<file path="src/rtl/boot_seq_pkg.sv">
package boot_seq_pkg;
  localparam int DATA_W = 32;
  localparam logic [2:0] STRAP_LEVELS = 3'b100;

  typedef enum logic [2:0] {
    S_WAIT_CFG, S_DRIVE, S_SETUP, S_RELEASE, S_HOLD, S_SERVE, S_DONE
  } seqState_t;

  typedef struct packed {
    logic tmrClear;
    logic tmrSelHold;
    logic serveEn;
    logic countEn;
  } dpCtl_t;

  function automatic logic [DATA_W-1:0] romWord(input logic [7:0] idx);
    return {16'hB007, idx, ~idx};
  endfunction
endpackage

</file>
<file path="src/rtl/boot_seq_ctrl.sv">
module boot_seq_ctrl
  import boot_seq_pkg::*;
(
  input  logic   clk,
  input  logic   rstN,
  input  logic   cfgDone,
  input  logic   tmrDone,
  input  logic   lastHit,
  output dpCtl_t ctl,
  output logic   cpuResetN,
  output logic   strapEn,
  output logic   bootDone
);
  seqState_t state, nextState;

  always_ff @(posedge clk or negedge rstN) begin
    if (!rstN) state <= S_WAIT_CFG;
    else       state <= nextState;
  end

  always_comb begin
    nextState = state;
    unique case (state)
      S_WAIT_CFG: if (cfgDone) nextState = S_DRIVE;
      S_DRIVE:    nextState = S_SETUP;
      S_SETUP:    if (tmrDone) nextState = S_RELEASE;
      S_RELEASE:  nextState = S_HOLD;
      S_HOLD:     if (tmrDone) nextState = S_SERVE;
      S_SERVE:    if (lastHit) nextState = S_DONE;
      S_DONE:     nextState = S_DONE;
      default:    nextState = S_WAIT_CFG;
    endcase
  end

  always_comb begin
    ctl.tmrClear   = !(state == S_SETUP || state == S_HOLD);
    ctl.tmrSelHold = (state == S_HOLD);
    ctl.serveEn    = (state == S_SERVE || state == S_DONE);
    ctl.countEn    = (state == S_SERVE);
  end

  assign strapEn   = (state == S_DRIVE) || (state == S_SETUP) ||
                     (state == S_RELEASE) || (state == S_HOLD);
  assign cpuResetN = (state == S_RELEASE) || (state == S_HOLD) ||
                     (state == S_SERVE) || (state == S_DONE);
  assign bootDone  = (state == S_DONE);
endmodule

</file>
<file path="src/rtl/boot_seq_dp.sv">
module boot_seq_dp
  import boot_seq_pkg::*;
#(
  parameter int WORDS     = 256,
  parameter int ADDR_W    = 14,
  parameter int SETUP_CYC = 4,
  parameter int HOLD_CYC  = 4
) (
  input  logic              clk,
  input  logic              rstN,
  input  dpCtl_t            ctl,
  input  logic              rdEn,
  input  logic [ADDR_W-1:0] rdAddr,
  output logic [DATA_W-1:0] rdData,
  output logic              tmrDone,
  output logic              lastHit
);
  localparam int TMR_MAX = (SETUP_CYC > HOLD_CYC) ? SETUP_CYC : HOLD_CYC;
  localparam int TMR_W   = $clog2(TMR_MAX + 1);
  localparam int CNT_W   = $clog2(WORDS);

  logic [TMR_W-1:0] tmr;
  logic [CNT_W-1:0] readCnt;
  logic             inWindow, countHit;

  always_ff @(posedge clk or negedge rstN) begin
    if (!rstN)             tmr <= '0;
    else if (ctl.tmrClear) tmr <= '0;
    else                   tmr <= tmr + 1'b1;
  end

  assign tmrDone = ctl.tmrSelHold ? (tmr == TMR_W'(HOLD_CYC - 1))
                                  : (tmr == TMR_W'(SETUP_CYC - 1));

  assign inWindow = ({1'b0, rdAddr} < (ADDR_W + 1)'(WORDS));
  assign countHit = rdEn && ctl.countEn && inWindow;
  assign lastHit  = countHit && (readCnt == CNT_W'(WORDS - 1));

  always_ff @(posedge clk or negedge rstN) begin
    if (!rstN)         readCnt <= '0;
    else if (countHit) readCnt <= readCnt + 1'b1;
  end

  always_ff @(posedge clk or negedge rstN) begin
    if (!rstN) rdData <= '0;
    else if (rdEn)
      rdData <= (ctl.serveEn && inWindow) ? romWord(8'(rdAddr[CNT_W-1:0])) : '0;
  end
endmodule

</file>
<file path="src/rtl/cpu_boot_sequencer.sv">
module cpu_boot_sequencer
  import boot_seq_pkg::*;
#(
  parameter int WORDS     = 256,
  parameter int ADDR_W    = 14,
  parameter int SETUP_CYC = 4,
  parameter int HOLD_CYC  = 4
) (
  input  logic              clk,
  input  logic              rstN,
  input  logic              cfgDone,
  output logic              cpuResetN,
  output logic              strapEn,
  output logic [2:0]        strapLvl,
  input  logic              rdEn,
  input  logic [ADDR_W-1:0] rdAddr,
  output logic [31:0]       rdData,
  output logic              bootDone
);
  dpCtl_t ctl;
  logic   tmrDone, lastHit;

  boot_seq_ctrl i_ctrl (
    .clk(clk), .rstN(rstN), .cfgDone(cfgDone), .tmrDone(tmrDone),
    .lastHit(lastHit), .ctl(ctl), .cpuResetN(cpuResetN),
    .strapEn(strapEn), .bootDone(bootDone)
  );

  boot_seq_dp #(
    .WORDS(WORDS), .ADDR_W(ADDR_W), .SETUP_CYC(SETUP_CYC), .HOLD_CYC(HOLD_CYC)
  ) i_dp (
    .clk(clk), .rstN(rstN), .ctl(ctl), .rdEn(rdEn), .rdAddr(rdAddr),
    .rdData(rdData), .tmrDone(tmrDone), .lastHit(lastHit)
  );

  assign strapLvl = strapEn ? STRAP_LEVELS : 3'b000;
endmodule

</file>
<file path="config.mk">
export PLATFORM = sky130hd
export DESIGN_NAME = cpu_boot_sequencer
export DESIGN_NICKNAME = d
export VERILOG_FILES = /design/src/rtl/boot_seq_pkg.sv /design/src/rtl/boot_seq_ctrl.sv /design/src/rtl/boot_seq_dp.sv /design/src/rtl/cpu_boot_sequencer.sv
export SDC_FILE = /design/constraint.sdc
export NUM_CORES = 1
export LEC_CHECK = 0
export CAP_MARGIN = 20
export CORE_UTILIZATION = 46
export CTS_BUF_LIST = sky130_fd_sc_hd__clkbuf_2 sky130_fd_sc_hd__clkbuf_4 sky130_fd_sc_hd__clkbuf_8
export DETAILED_ROUTE_END_ITERATION = 10
export DONT_BUFFER_PORTS = 1
export SYNTH_ARGS = -nofsm -noshare
export SYNTH_HDL_FRONTEND = slang
export SYNTH_SLANG_ARGS = --single-unit
export TNS_END_PERCENT = 50
</file>
<file path="constraint.sdc">
create_clock -name clk -period 2.5 [get_ports clk]
set_input_delay 0.5 -clock clk [delete_from_list [all_inputs] [get_ports clk]]
set_output_delay 0.5 -clock clk [all_outputs]
set_load 0.01 [all_outputs]
</file>
==> flow_metrics.py <==
metrics = {
    "outcome": {
        "status": "finished clean",
    },
    "critical_path": {
        "endpoint_kind": "output port",
        "r2r_start": "i_ctrl.state[1]",
        "cp-endpoint": "bootDone",
        "startpoint_type": "flip-flop",
        "crit_type": "flip-flop to output port",
        "crit_start": "i_ctrl.state[2]",
        "ff2ff_path_depth": 4,
        "crit_fanout": 9,
        "worstPathArrival_ps": 1350,
        "reg2reg_to": "i_dp.readCnt[7]",
        "r2r_setup_slack_ps": 870,
        "required_ps": 2000,
    },
    "cells_and_area": {
        "postLayoutCellArea_mm2": 0.001495,
        "diodes": 0,
        "nets": 143,
        "ff_latch_area_um2": 775.7,
        "final_core_util_pct": 49.38,
        "n_fill_cell": 269,
        "synthToLayoutAreaGrowth_pct": 3.017,
        "drive_above_1_share_pct": 12.20,
        "multi_input_area_um2": 546.8,
    },
    "route": {
        "wl_met2_um": 1140,
        "drtAntennaViolNets": 0,
        "routed_via_density": 5.234,
        "drc": 0,
        "wl_um": 2341,
        "wire_per_inst_um": 14.02,
        "wl_met3_um": 174,
        "first_pass_iters": 4,
        "vias": 874,
        "wl_met1_um": 1010,
        "drt_iter0_drc": 29,
        "highest-signal-layer": "met4",
    },
    "clock_tree": {
        "clk_latency_ps": 320,
        "cts_resized": 0,
        "cts_buffers": 5,
        "cts.sinks": 31,
        "cts_buffer_depth": 2,
        "h-tree-depth": 2,
        "cts_tree": "done",
        "clkTransAtPathRegs_ps": 100,
        "root_buffer": "clkbuf_4",
    },
    "placement": {
        "place_hpwl_um": 1651,
        "dpl_cell_area_mm2": 0.001393,
        "port_buffers": 0,
        "gp_congestion": 0.7906,
    },
    "power_and_ir_drop": {
        "comb_power_share_pct": 19.1,
        "intPower_mw": 0.7948,
        "power_switching_mw": 0.3583,
        "power_frac_seq_pct": 52.4,
        "power_frac_clock_pct": 28.6,
        "power_density_mw_per_mm2": 771.3,
        "sw_frac_of_total_pct": 31.07,
        "vdd_drop_max_mv": 0.3980,
        "finalPower_mw": 1.153,
        "p_leak_nw": 0.7184,
    },
    "logic_synthesis": {
        "synthTopCellsByCount": "31 x dfrtp_1, 18 x buf_4, 8 x a22o_1, 8 x o2bb2ai_1",
        "yosys_warnings": 0,
        "ys_seq_area_share_pct": 53.45,
        "netlist_area_mm2": 0.001451,
        "synth.avg_cell_area_um2": 11.61,
        "yosysTopAreaCell": "dfrtp_1",
        "synth_top_area_share_pct": 53.45,
        "synth_ff_type": "dfrtp_1",
        "synth_enable_flop_cells": 0,
        "synth_cells": 125,
        "synthTopCellsByArea": "dfrtp_1 53%, buf_4 9.3%, a22o_1 4.8%, o2bb2ai_1 4.8%, xnor2_1 4.2%",
        "synth.most_common_cell": "dfrtp_1",
        "yosysUniqueCellTypes": 33,
        "ys_seq_elements": 31,
        "synthArstFlopShare_pct": 100.0,
    },
    "sta": {
        "slew_headroom_pct": 62.58,
        "max_clock_freq_mhz": 540.0,
        "min_period_over_period_pct": 74.07,
        "final-setup-viol-count": 0,
        "tns_ps": 0,
        "hold_ws_ps": 243.7,
        "period_needed_ps": 1852,
        "hold_viol_final": 0,
        "finClkSkew_ps": 12.36,
        "maxSlewViolCount": 0,
        "rsz0062_at_grt": "no",
        "worst_pin_slew_ps": 561.2,
    },
    "die": {
        "chipHeight_um": 58.17,
        "die_x_um": 58.17,
        "rows": 20,
        "ios": 56,
        "coreArea_mm2": 0.003028,
        "start_util_pct": 47.93,
        "die_area_mm2": 0.003384,
    },
    "global_routing": {
        "grt-ovfl-total": 0,
        "grt_pass1_wl_um": 4071,
        "grt_max_degree": 32,
        "grtUsageTotal_pct": 16.93,
        "antenna_found_initial": 0,
        "grt_pass1_vias": 887,
    },
    "worst_hold_path": {
        "hold_class": "input pin to flip-flop",
    },
    "flow_run": {
        "drv_cap": 0,
    },
}
==> cell families (layout without fill, tap and decap cells) <==
| family | after synthesis | after routing | share of synthesized area [%] |
|---|---|---|---|
| other | 1 | 12 | 0.2584 |
| buffers and inverters | 27 | 14 | 11.72 |
| flip-flops | 31 | 31 | 53.45 |
| AND/OR/NAND/NOR | 29 | 29 | 11.81 |
| XOR/XNOR | 11 | 11 | 6.638 |
| multiplexers | 2 | 2 | 1.465 |
| AO/OA/AOI/OAI | 21 | 21 | 12.07 |
| adder cells (fa/ha/maj) | 3 | 3 | 2.586 |
==> per-stage QoR <==
stage / instances / worst slack (ps)
final: 167 / 648.1
after CTS: 167 / 613.8
after global placement: 157 / 598.6
after global routing: 167 / 523.2
after detailed placement: 157 / 571.8
after floorplan: 136 / 613.0
==> power groups by stage <==
stage	Clock (mW)	Combinational [mW]	Sequential, mW
floorplan	0	0.267	0.566
global placement	0	0.204	0.611
detailed placement	0	0.209	0.615
CTS	0.345	0.225	0.604
global route	0.369	0.252	0.616
finish	0.330	0.220	0.604
==> worst min path at each step <==
| stage | end | startpoint | slack [ps] | depth (start not counted) |
|---|---|---|---|---|
| after detailed placement | i_dp.readCnt[3] | rstN | 210 | 0 |
| final | i_dp.rdData[3] | rdAddr[3] | 240 | 1 |
| after CTS | i_dp.rdData[3] | rdAddr[3] | 220 | 1 |
| after floorplan | i_ctrl.state[0] | rstN | 200 | 0 |
| after global routing | i_dp.rdData[3] | rdAddr[3] | 210 | 1 |
| after global placement | i_ctrl.state[0] | rstN | 210 | 0 |
==> metal layers <==
| layer | track usage [%] | up-vias |
|---|---|---|
| li1 | - | 401 |
| met1 | 21.08 | 435 |
| met2 | 24.96 | 36 |
| met3 | 7.813 | 2 |
| met4 | 8.163 | 0 |
| met5 | 0 | - |
==> critical path: stages (launching register included) <==
cell and delay [ps]:
dfrtp_1 530, inv_1 130, nor3b_1 380
==> registers in the layout (all words and copies together), names as in the netlist <==
signal,cells
i_dp.tmr,3
i_dp.rdData,17
i_dp.readCnt,8
i_ctrl.state,3
==> layout make-up <==
type                            count  area share, %
Multi-Input combinational cell     78          36.57
Timing Repair Buffer                2          2.008
Tap cell                           44          3.682
Clock inverter                      1         0.5021
Clock buffer                        7          4.351
Sequential cell                    31          51.88
Inverter                            4          1.004
==> placed cells by master, fill, tap and decap left out, drive strengths merged, types with 2 or more instances in the layout <==
cell     netlist  routed
dfrtp         31      31
conb           1      12
a22o           8       8
o2bb2ai        8       8
nor2           8       8
xnor2          7       7
clkbuf         4       7
xor2           4       4
inv            3       3
nand2          3       3
and3           3       3
nand3          3       3
ha             3       3
nor3           3       3
or4b           2       2
nand4          2       2
==> repair_timing <==
item / CTS / global route
hold endpoints to repair: 31 / 0
setup buffers: 0 / 0
hold buffers: 2 / 0
Note: power is estimated with default switching activity, not from simulation.
